### config.mk
export PLATFORM = sky130hd
export DESIGN_NAME = sirq_ctrl
export DESIGN_NICKNAME = d
export VERILOG_FILES = /design/src/rtl/sirq_pkg.sv /design/src/rtl/sirq_sync.sv /design/src/rtl/sirq_ctrl_dec.sv /design/src/rtl/sirq_datapath.sv /design/src/rtl/sirq_ctrl.sv
export SDC_FILE = /design/constraint.sdc
export NUM_CORES = 1
export LEC_CHECK = 0
export CORE_UTILIZATION = 45
export CTS_CLUSTER_SIZE = 30
export DETAILED_ROUTE_END_ITERATION = 8
export SLEW_MARGIN = 15
export SYNTH_ARGS = -nofsm -noshare
export SYNTH_HDL_FRONTEND = slang
export SYNTH_HIERARCHICAL = 1
export SYNTH_SLANG_ARGS = --single-unit
### constraint.sdc
create_clock -name clk -period 1.7 [get_ports clk]
set_input_delay 0.34 -clock clk [delete_from_list [all_inputs] [get_ports clk]]
set_output_delay 0.34 -clock clk [all_outputs]
set_load 0.02 [all_outputs]
### src/rtl/sirq_pkg.sv
package sirq_pkg;

  localparam int ADDR_W = 4;

  localparam logic [ADDR_W-1:0] OFS_STATUS = 4'h0;
  localparam logic [ADDR_W-1:0] OFS_ENABLE = 4'h2;
  localparam logic [ADDR_W-1:0] OFS_CRIT   = 4'h3;
  localparam logic [ADDR_W-1:0] OFS_POL    = 4'h4;
  localparam logic [ADDR_W-1:0] OFS_TRIG   = 4'h5;
  localparam logic [ADDR_W-1:0] OFS_MASKED = 4'h6;

  typedef enum logic [2:0] {
    SEL_NONE,
    SEL_STATUS,
    SEL_ENABLE,
    SEL_CRIT,
    SEL_POL,
    SEL_TRIG,
    SEL_MASKED
  } rdSel_e;

  typedef struct packed {
    logic   clrStat;
    logic   wrEnable;
    logic   wrCrit;
    logic   wrPol;
    logic   wrTrig;
    logic   rdStb;
    rdSel_e rdSel;
  } ctlStb_t;

endpackage

### src/rtl/sirq_sync.sv
module sirq_sync #(
  parameter int   WIDTH   = 32,
  parameter int   STAGES  = 2,
  parameter logic RST_BIT = 1'b1
) (
  input  logic             clk,
  input  logic             rstN,
  input  logic [WIDTH-1:0] asyncIn,
  output logic [WIDTH-1:0] syncOut
);

  localparam logic [WIDTH-1:0] RST_WORD = {WIDTH{RST_BIT}};

  logic [WIDTH-1:0] stage [STAGES];

  always_ff @(posedge clk or negedge rstN) begin
    if (!rstN) begin
      for (int i = 0; i < STAGES; i++) stage[i] <= RST_WORD;
    end else begin
      stage[0] <= asyncIn;
      for (int i = 1; i < STAGES; i++) stage[i] <= stage[i-1];
    end
  end

  assign syncOut = stage[STAGES-1];

endmodule

### src/rtl/sirq_ctrl_dec.sv
module sirq_ctrl_dec
  import sirq_pkg::*;
(
  input  logic              rdEn,
  input  logic              wrEn,
  input  logic [ADDR_W-1:0] regAddr,
  output ctlStb_t           ctl
);

  always_comb begin
    ctl = '0;
    ctl.rdSel = SEL_NONE;
    if (wrEn) begin
      unique case (regAddr)
        OFS_STATUS: ctl.clrStat  = 1'b1;
        OFS_ENABLE: ctl.wrEnable = 1'b1;
        OFS_CRIT:   ctl.wrCrit   = 1'b1;
        OFS_POL:    ctl.wrPol    = 1'b1;
        OFS_TRIG:   ctl.wrTrig   = 1'b1;
        default:    ;
      endcase
    end
    if (rdEn) begin
      ctl.rdStb = 1'b1;
      unique case (regAddr)
        OFS_STATUS: ctl.rdSel = SEL_STATUS;
        OFS_ENABLE: ctl.rdSel = SEL_ENABLE;
        OFS_CRIT:   ctl.rdSel = SEL_CRIT;
        OFS_POL:    ctl.rdSel = SEL_POL;
        OFS_TRIG:   ctl.rdSel = SEL_TRIG;
        OFS_MASKED: ctl.rdSel = SEL_MASKED;
        default:    ctl.rdSel = SEL_NONE;
      endcase
    end
  end

endmodule

### src/rtl/sirq_datapath.sv
module sirq_datapath
  import sirq_pkg::*;
#(
  parameter int NUM_SRC     = 32,
  parameter int SYNC_STAGES = 2
) (
  input  logic               clk,
  input  logic               rstN,
  input  ctlStb_t            ctl,
  input  logic [NUM_SRC-1:0] wrData,
  input  logic [NUM_SRC-1:0] srcBits,
  output logic [NUM_SRC-1:0] rdData,
  output logic               irqNormal,
  output logic               irqCritical
);

  logic [NUM_SRC-1:0] syncd;
  logic [NUM_SRC-1:0] prevReg;
  logic [NUM_SRC-1:0] enReg, critReg, polReg, trigReg, statReg;
  logic [NUM_SRC-1:0] setVec, clrMask, statNext, maskedVec;
  logic [NUM_SRC-1:0] rdMux;

  sirq_sync #(
    .WIDTH  (NUM_SRC),
    .STAGES (SYNC_STAGES),
    .RST_BIT(1'b1)
  ) u_sync (
    .clk    (clk),
    .rstN   (rstN),
    .asyncIn(srcBits),
    .syncOut(syncd)
  );

  // Per-source event detection: level match or directed transition.
  for (genvar b = 0; b < NUM_SRC; b++) begin : g_detect
    logic lvlActive;
    logic edgeHit;
    always_comb begin
      lvlActive = (syncd[b] == polReg[b]);
      edgeHit   = polReg[b] ? (syncd[b] & ~prevReg[b])
                            : (~syncd[b] & prevReg[b]);
      setVec[b] = trigReg[b] ? edgeHit : lvlActive;
    end
  end

  always_comb begin
    clrMask   = ctl.clrStat ? wrData : '0;
    statNext  = (statReg & ~clrMask) | setVec;
    maskedVec = statReg & enReg;
  end

  always_ff @(posedge clk or negedge rstN) begin
    if (!rstN) begin
      prevReg <= '1;
      statReg <= '0;
      enReg   <= '0;
      critReg <= '0;
      polReg  <= '0;
      trigReg <= '0;
    end else begin
      prevReg <= syncd;
      statReg <= statNext;
      if (ctl.wrEnable) enReg   <= wrData;
      if (ctl.wrCrit)   critReg <= wrData;
      if (ctl.wrPol)    polReg  <= wrData;
      if (ctl.wrTrig)   trigReg <= wrData;
    end
  end

  always_ff @(posedge clk or negedge rstN) begin
    if (!rstN) begin
      irqNormal   <= 1'b0;
      irqCritical <= 1'b0;
    end else begin
      irqNormal   <= |(maskedVec & ~critReg);
      irqCritical <= |(maskedVec & critReg);
    end
  end

  always_comb begin
    unique case (ctl.rdSel)
      SEL_STATUS: rdMux = statReg;
      SEL_ENABLE: rdMux = enReg;
      SEL_CRIT:   rdMux = critReg;
      SEL_POL:    rdMux = polReg;
      SEL_TRIG:   rdMux = trigReg;
      SEL_MASKED: rdMux = maskedVec;
      default:    rdMux = '0;
    endcase
  end

  always_ff @(posedge clk or negedge rstN) begin
    if (!rstN)          rdData <= '0;
    else if (ctl.rdStb) rdData <= rdMux;
  end

  AST_NO_PHANTOM_SET: assert property (@(posedge clk) disable iff (!rstN)
    1'b1 |=> ((statReg & ~$past(statReg) & ~$past(setVec)) == '0)) else $error("phantom set");
  AST_CLR_TAKES: assert property (@(posedge clk) disable iff (!rstN)
    ctl.clrStat |=> ((statReg & $past(wrData & ~setVec)) == '0)) else $error("clear lost");
  AST_SET_WINS: assert property (@(posedge clk) disable iff (!rstN)
    (setVec != '0) |=> ((statReg & $past(setVec)) == $past(setVec))) else $error("set lost");
  AST_IRQ_NORMAL: assert property (@(posedge clk) disable iff (!rstN)
    1'b1 |=> (irqNormal == |$past(statReg & enReg & ~critReg))) else $error("normal out");
  AST_IRQ_CRIT: assert property (@(posedge clk) disable iff (!rstN)
    1'b1 |=> (irqCritical == |$past(statReg & enReg & critReg))) else $error("critical out");
  AST_ENABLE_HOLD: assert property (@(posedge clk) disable iff (!rstN)
    !ctl.wrEnable |=> $stable(enReg)) else $error("enable moved");
  AST_CRIT_HOLD: assert property (@(posedge clk) disable iff (!rstN)
    !ctl.wrCrit |=> $stable(critReg)) else $error("crit moved");

endmodule

### src/rtl/sirq_ctrl.sv
module sirq_ctrl
  import sirq_pkg::*;
#(
  parameter int NUM_SRC = 32
) (
  input  logic               clk,
  input  logic               rstN,
  input  logic [ADDR_W-1:0]  regAddr,
  input  logic               rdEn,
  input  logic               wrEn,
  input  logic [NUM_SRC-1:0] wrData,
  output logic [NUM_SRC-1:0] rdData,
  input  logic [NUM_SRC-1:0] srcIn,
  output logic               irqNormal,
  output logic               irqCritical
);

  localparam int TOP_BIT = NUM_SRC - 1;

  ctlStb_t            ctl;
  logic [NUM_SRC-1:0] srcBits;

  // Source n lands on register bit NUM_SRC-1-n.
  for (genvar n = 0; n < NUM_SRC; n++) begin : g_order
    assign srcBits[TOP_BIT-n] = srcIn[n];
  end

  sirq_ctrl_dec u_dec (
    .rdEn   (rdEn),
    .wrEn   (wrEn),
    .regAddr(regAddr),
    .ctl    (ctl)
  );

  sirq_datapath #(
    .NUM_SRC    (NUM_SRC),
    .SYNC_STAGES(2)
  ) u_dp (
    .clk        (clk),
    .rstN       (rstN),
    .ctl        (ctl),
    .wrData     (wrData),
    .srcBits    (srcBits),
    .rdData     (rdData),
    .irqNormal  (irqNormal),
    .irqCritical(irqCritical)
  );

endmodule

# Yosys cells after proc, flatten, opt, wreduce, memory -nomap -nowiden
# Index checks and enable logic that the tools add are counted.
[totals]
input_bits = 72
output_inout_bits = 34
regBits = 290
[op_classes]
eq_ne = 43
n_reduce_logical = 3
muxes = 74
bitwise = 135
[ops]
columns = ["op", "count"]
rows = [
  ["32-bit one-hot mux with 6 select lines", 1],
  ["32-bit AND", 4],
  ["1-bit 2-to-1 mux", 69],
  ["1-bit AND", 64],
  ["1-bit NOT", 64],
  ["32-bit NOT", 2],
  ["32-bit OR reduction", 2],
  ["1-bit == test", 32],
  ["32-bit 2-to-1 mux", 1],
  ["32-bit OR", 1],
  ["3-bit one-hot mux with 6 select lines", 1],
  ["4-bit by 3-bit == test with 1-bit output (second input constant)", 3],
  ["3-bit == test (second input constant)", 3],
  ["4-bit by 2-bit == test with 1-bit output (second input constant)", 2],
  ["3-bit by 2-bit == test with 1-bit output (second input constant)", 2],
  ["5-bit 2-to-1 mux", 1],
  ["4-bit logical NOT", 1],
  ["4-bit 2-to-1 mux", 1],
  ["3-bit by 1-bit == test with 1-bit output (second input constant)", 1],
]

# Logic depth before layout (Yosys ltp)
# Gate-level depths: netlist of run 1.
[logic_depth]
depth_word = 7
depth_mapped = 10
ltp_nobuf = 7

# Modules after synthesis
# The synthesis of run 1 kept the hierarchy.
[by_module_without_submodules]
columns = ["mod", "seq_area_each_um2", "cells_per_inst", "area_per_inst_um2", "instances"]
rows = [
  ["sirq_datapath", 5695.5, 925, 10612.7, 1],
  ["sirq_sync", 1681.6, 96, 1921.8, 1],
  ["sirq_ctrl_dec", 0.0, 18, 132.6, 1],
]

# Least setup slack after synthesis of run 1
# Ideal clock, no wire load.
[synth_timing]
path_kind = "input port to flip-flop"
from = "input regAddr[0]"
to = "register u_dp.rdData[30]"
arrival_time_ns = 1.746
t_required_ns = 1.578
cell_stages = 8
n_path_buf = 2
path_slack_ns = -0.168
setup_ns = 0.122
cell_sequence = "buf_6 -> xor2_1 -> o21ai_1 -> and2_1 -> or3_1 -> and3_4 -> buf_6 -> a32o_1"
[synth_rtl]
columns = ["element", "line_no", "text"]
rows = [
  ["start: declaration", "sirq_ctrl.sv:8", "input logic [ADDR_W-1:0] regAddr,"],
  ["end signal: assignment", "sirq_datapath.sv:94", "else if (ctl.rdStb) rdData <= rdMux;"],
  ["end: declaration", "sirq_datapath.sv:12", "output logic [NUM_SRC-1:0] rdData,"],
]

==> out/qor.csv, run 1 <==
metric,value,unit
Crit Path Class,in -> reg,
reg2reg end,u_dp/irqNormal,
worst ir drop on vdd,815,uV
Placer Congestion,0.831,
port buffer count,105,
critical-path cell list,dlygate4sd2_1 > and2b_2 > and3_4 > buf_6 > buf_12 > mux2i_1 > o221ai_1 > a32o_1,
Ant. Diodes,0,
crit path DAT,2.06,ns
Seq pwr share,47.0,%
sw power,5130,uW
Seq cells post-synth,290,
Tmin final,1.66,ns
detailed placement HPWL,21400,um
vias in the first global route,8827,
Synth Area in XOR/XNOR,4.49,%
DR WL/cell,21.3,um
"EDFF count, synth",0,
share of async-settable or async-resettable flops after synthesis,100,%
power share of the combinational group,15.1,%
synth unique cells,42,
Mapped Cells,1039,
Num Clock Sinks,290,
clock network fraction of total power,37.9,%
CP peak stage delay,0.28,ns
Tot GR Track Use,24.3,%
Clock Skew,0.0176,ns
"antenna viol nets, final",0,
P_int,13600,uW
Final Hold Fails,0,
Final Setup Violations,0,
CP bufs+invs,3,
HP Start,srcIn[13],
clk_lat worst skew,0.52,ns
Compound-Gate Fraction of Synth Area,12.6,%
Worst setup SP type,input pin,
crit-path max FO,8,
Synth Net Count,1111,
Max-Cap Viols,0,
simple logic cell fraction of the synthesized area,7.92,%
Post-Synth Adder-Cell Area,0,%
pin count of the biggest net entering global routing,56,
Worst Hold Depth,1,
1st-iter DRT viols,663,
antenna violations before repair,0,
clock-pin slew on the worst setup and hold paths,0.06,ns
drt drc,0,
Max Freq,603,MHz
gr ovfl total,0,
core area,0.0277,mm^2
Die X-Extent,170,um
num ports,106,
reg-to-reg startpoint,u_dp/statReg[15],
share of layout cells above drive strength 1,28.8,%
R2R setup slack,0.23,ns
most used flip-flop cell after synthesis,dfrtp_1,
Hold Crit Class,in -> reg,
most frequent cells in the layout,"dfrtp_1, nand2_1, mux2_2",
"most common cell after layout, fill and taps aside",dfrtp_1,
CP endpoint kind,flop,
synth warn,6,
die area,0.0288,mm^2
clock buffer depth,3,
relative slew slack,66.1,%
Critical-path top delay cell,and3_4,
largest family of logic cells by synthesized area,compound AO/OA/AOI/OAI gates,
TNS Setup,0,ns
Final Cycle Share,97.5,%
Site Rows,61,
post-synthesis mux area share,11.5,%
Starting Density,45.7,%
global-route wire length before repair,53000,um
pwr/cell area,1190,mW/mm^2
top post-synthesis cells by area,"dfrtp_1, dfstp_2, mux2_2",
largest area contributor in the netlist,dfrtp_1,
Switching Fraction,27.5,%
area fraction of the dominant cell type after synthesis,38.3,%
area grow syn2layout,24.1,%
via count,8746,
R2R depth,5,
via/cell ratio,5.57,
register area share after synthesis,58.2,%
Routed WL,33500,um
H-tree depth,2,
cell count after placement,1495,
syn_area_per_cell,12.2,um^2
hold_ws,0.226,ns
Hold EP,u_dp/u_sync/stage[50],
Layout Nets,1238,
CTS tree,yes,
status,"complete, no violations",
worst setup path startpoint,regAddr[3],
actual slew at the worst max-slew pin,0.508,ns
family with the most delay on the worst path,buffers and inverters,
unrepaired setup endpoints after global routing,true,
WP depth,8,
CTS Buf Count,34,
Non-Filler Instances,1570,
mapped cell area,0.0127,mm^2
die height,170,um
max-slew violations,0,
first drt pass iteration count,5,
LEAKAGE,0.00653,uW
CTS root buf,clkbuf_16,
Worst EP required,2.10,ns
## stage by stage
stage	cell area, um^2	total power, uW	setup WS [ns]	util, %
CTS	15800	18900	0.0102	56.9
global route	15700	19600	-0.0127	56.8
finish	15700	18700	0.0420	56.8
global placement	14400	11600	-0.702	52.1
floorplan	12700	10400	-0.0985	-
detailed placement	14400	11700	-0.725	52.1
## per-layer routing
layer	part of all wire, %	wire length (um)	global-route usage (%)
met2	46	15300	37.7
met5	0	0	0
met4	2.0	656	6.31
met3	6.5	2190	4.20
met1	46	15300	35.3
## power by group through the flow
stage	registers, uW	clock network [uW]	logic, uW
after floorplan	8630	0	1810
after global placement	8860	0	2740
after detailed placement	8890	0	2780
after CTS	8780	7260	2850
after global routing	8910	7570	3110
final	8790	7080	2830
## layout make-up
class | instances | area (um^2)
Sequential cell | 290 | 7380
Timing Repair Buffer | 180 | 1950
Inverter | 31 | 120
Fill cell | 2334 | 12000
Clock buffer | 46 | 936
Multi-Input combinational cell | 629 | 4710
Tap cell | 378 | 473
Clock inverter | 16 | 163
## cells by family (layout without fill, tap and decap cells)
| kind of cell | after synthesis | in the layout |
|---|---|---|
| simple gates | 212 | 214 |
| xor+xnor | 65 | 65 |
| compound gates | 217 | 217 |
| flops | 290 | 290 |
| mux | 133 | 133 |
| buf+inv | 122 | 273 |
## cells in the mapped netlist, types with 2 or more instances
| library cell | n |
|---|---|
| dfrtp_1 | 194 |
| nand2_1 | 123 |
| mux2_2 | 100 |
| dfstp_2 | 96 |
| buf_4 | 37 |
| a21oi_1 | 34 |
| mux2i_1 | 33 |
| o21ai_0 | 33 |
| xor2_1 | 33 |
| a21o_1 | 32 |
| xnor2_1 | 32 |
| inv_1 | 31 |
| a32o_1 | 30 |
| nand2b_1 | 30 |
| a32oi_1 | 28 |
| nand3_1 | 28 |
| o221ai_1 | 28 |
| clkbuf_1 | 26 |
| buf_2 | 19 |
| o22ai_1 | 15 |
| o2111ai_1 | 8 |
| buf_6 | 6 |
| nor4_1 | 6 |
| nor2b_1 | 5 |
| nand3b_1 | 4 |
| a31oi_1 | 3 |
| buf_1 | 3 |
| nor3_1 | 3 |
| and3_1 | 2 |
| nand4_1 | 2 |
| nor4b_1 | 2 |
| o211ai_1 | 2 |
| o2bb2ai_1 | 2 |
## what timing repair did
item / 4_1_cts / 5_1_grt
setup buffers: 6 / 0
endpoints found under the hold margin: 20 / 0
cloned: 7 / 0
pin swaps: 8 / 9
resized for setup: 47 / 6
endpoints found under the setup margin: 66 / 29
hold buffers: 1 / 0
## state kept, by name, summed over array words and instances (netlist names)
name                 flops
u_dp/irqNormal           1
u_dp/statReg            32
u_dp/u_sync/syncOut     32
u_dp/rdData             32
u_dp/irqCritical         1
u_dp/critReg            32
u_dp/prevReg            32
u_dp/u_sync/stage       32
u_dp/enReg              32
u_dp/trigReg            32
u_dp/polReg             32
## worst max-delay path by stage
| stage | endpoint | slack [ns] |
|---|---|---|
| after floorplan | u_dp/rdData[30] | -0.1 |
| after global placement | u_dp/rdData[7] | -0.70 |
| after detailed placement | u_dp/rdData[23] | -0.73 |
| after CTS | u_dp/rdData[11] | 0.01 |
| after global routing | u_dp/rdData[2] | -0.01 |
| final | u_dp/rdData[14] | 0.04 |
Note: power is estimated with default switching activity, not from simulation.
==> run 2: changes to the inputs <==
--- a/config.mk
+++ b/config.mk
@@ -8,6 +8,7 @@
 export CORE_UTILIZATION = 45
 export CTS_CLUSTER_SIZE = 30
 export DETAILED_ROUTE_END_ITERATION = 8
+export GPL_TIMING_DRIVEN = 1
 export SLEW_MARGIN = 15
 export SYNTH_ARGS = -nofsm -noshare
 export SYNTH_HDL_FRONTEND = slang
==> results of run 2 <==
Same layout as run 1: the final DEF is identical, and so are final timing and power.
==> run 3: changes to the inputs <==
--- a/config.mk
+++ b/config.mk
@@ -5,10 +5,10 @@
 export SDC_FILE = /design/constraint.sdc
 export NUM_CORES = 1
 export LEC_CHECK = 0
-export CORE_UTILIZATION = 45
-export CTS_CLUSTER_SIZE = 30
+export CORE_UTILIZATION = 50
 export DETAILED_ROUTE_END_ITERATION = 8
 export GPL_TIMING_DRIVEN = 1
+export PLACE_DENSITY = 0.7
 export SLEW_MARGIN = 15
 export SYNTH_ARGS = -nofsm -noshare
 export SYNTH_HDL_FRONTEND = slang
==> out/qor.csv, run 3 (synthesized netlist as in run 1, its figures left out) <==
metric,value,unit
detailed placement HPWL,20100,um
1st-iter DRT viols,735,
clock buffer depth,3,
Layout Nets,1223,
area grow syn2layout,22.4,%
clock-pin slew on the worst setup and hold paths,0.06,ns
die area,0.0260,mm^2
critical-path cell list,clkdlybuf4s15_1,
antenna violations before repair,0,
LEAKAGE,0.00642,uW
Non-Filler Instances,1499,
CTS Buf Count,30,
R2R depth,4,
Worst setup SP type,flop,
drt drc,0,
Site Rows,57,
CTS tree,yes,
HP Start,srcIn[2],
TNS Setup,0,ns
Post-Route Utilization,63.0,%
max-slew violations,0,
Ant. Diodes,0,
unrepaired setup endpoints after global routing,false,
Placer Congestion,0.868,
vias in the first global route,8968,
Design Power,17700,uW
worst ir drop on vdd,875,uV
H-tree depth,1,
Worst EP required,1.36,ns
CP peak stage delay,0.44,ns
family with the most delay on the worst path,flip-flops,
port buffer count,105,
Clock Skew,0.00630,ns
Starting Density,51.5,%
num ports,106,
core area,0.0246,mm^2
"most common cell after layout, fill and taps aside",dfrtp_1,
FILL cells,1884,
crit path DAT,1.33,ns
pin count of the biggest net entering global routing,59,
reg2reg end,u_dp/irqNormal,
Final Cycle Share,98.3,%
WP depth,1,
Crit Path Class,reg -> out,
via/cell ratio,5.86,
Die X-Extent,161,um
most frequent cells in the layout,"dfrtp_1, nand2_1, mux2_2",
DR WL/cell,21.3,um
global-route wire length before repair,50700,um
Max Freq,598,MHz
CP bufs+invs,1,
CTS root buf,clkbuf_16,
Worst Hold Depth,1,
cell count after placement,1430,
pwr/cell area,1140,mW/mm^2
Num Clock Sinks,290,
Max-Cap Viols,0,
Hold Crit Class,in -> reg,
reg-to-reg startpoint,u_dp/statReg[15],
CP endpoint kind,primary output,
Tmin final,1.67,ns
R2R setup slack,0.16,ns
Critical-path top delay cell,dfrtp_1,
"antenna viol nets, final",0,
gr ovfl total,0,
Hold EP,u_dp/u_sync/stage[61],
die height,161,um
relative slew slack,72.3,%
first drt pass iteration count,6,
Routed WL,31900,um
Tot GR Track Use,25.2,%
multi-input logic area,0.00474,mm^2
crit-path max FO,2,
share of layout cells above drive strength 1,27.6,%
clk_lat worst skew,0.55,ns
Final Setup Violations,0,
via count,8783,
FF/Latch Area,0.00738,mm^2
Final Hold Fails,0,
actual slew at the worst max-slew pin,0.411,ns
status,"complete, no violations",
==> run 3: cell types whose count changed in the layout (fill, tap and decap cells not counted), sizes merged, moves of 2 or more <==
cell / before / now
dlygate4sd2: 38 / 36
buf: 74 / 64
bufinv: 2 / 0
clkdlybuf4s15: 1 / 3
clkinvlp: 4 / 0
==> run 3: area by class of cell <==
type | instances | share of cell area (%)
timing repair buffer | 169 | 12.6
clock buffer | 47 | 5.59
inverter | 31 | 0.751
sequential | 290 | 47.6
clock inverter | 9 | 0.323
multi-input combinational | 629 | 30.6
tap | 324 | 2.62
==> run 3: worst max-delay path by stage <==
stage	startpoint	endpoint	slack [ns]
after floorplan	regAddr[3]	u_dp/rdData[30]	-0.1
after global placement	regAddr[2]	u_dp/rdData[4]	-0.67
after detailed placement	regAddr[2]	u_dp/rdData[4]	-0.73
after CTS	u_dp/rdData[16]	rdData[16]	0.01
after global routing	u_dp/rdData[13]	rdData[13]	0.01
final	u_dp/rdData[16]	rdData[16]	0.03
==> run 3: layer usage <==
layer	part of all wire [%]	track usage [%]
met1	44	37.0
met2	45	37.6
met3	7.7	4.85
met4	3.3	8.88
met5	0	0
==> run 3: report_power, final <==
part           leakage, uW  internal (uW)  switching, uW
clock             0.000455           3490           2650
combinational      0.00265           1440           1350
sequential         0.00331           7890            924
total              0.00642          12800           4930
==> run 3: what timing repair did <==
item / 4_1_cts / 5_1_grt
hold buffers: 1 / 0
buffers inserted: 3 / 2
pin swaps: 9 / 6
endpoints found under the hold margin: 87 / 0
setup endpoints to repair: 86 / 28
gates cloned: 8 / 0
resized for setup: 51 / 12
==> run 3: stage by stage <==
step / cell area, um^2 / setup slack [ns] / hold WS (ns)
floorplan: 12700 / -0.0985 / 0.0444
global placement: 14400 / -0.671 / 0.238
detailed placement: 14400 / -0.726 / 0.239
CTS: 15500 / 0.00991 / 0.171
global route: 15500 / 0.0125 / 0.176
finish: 15500 / 0.0291 / 0.185
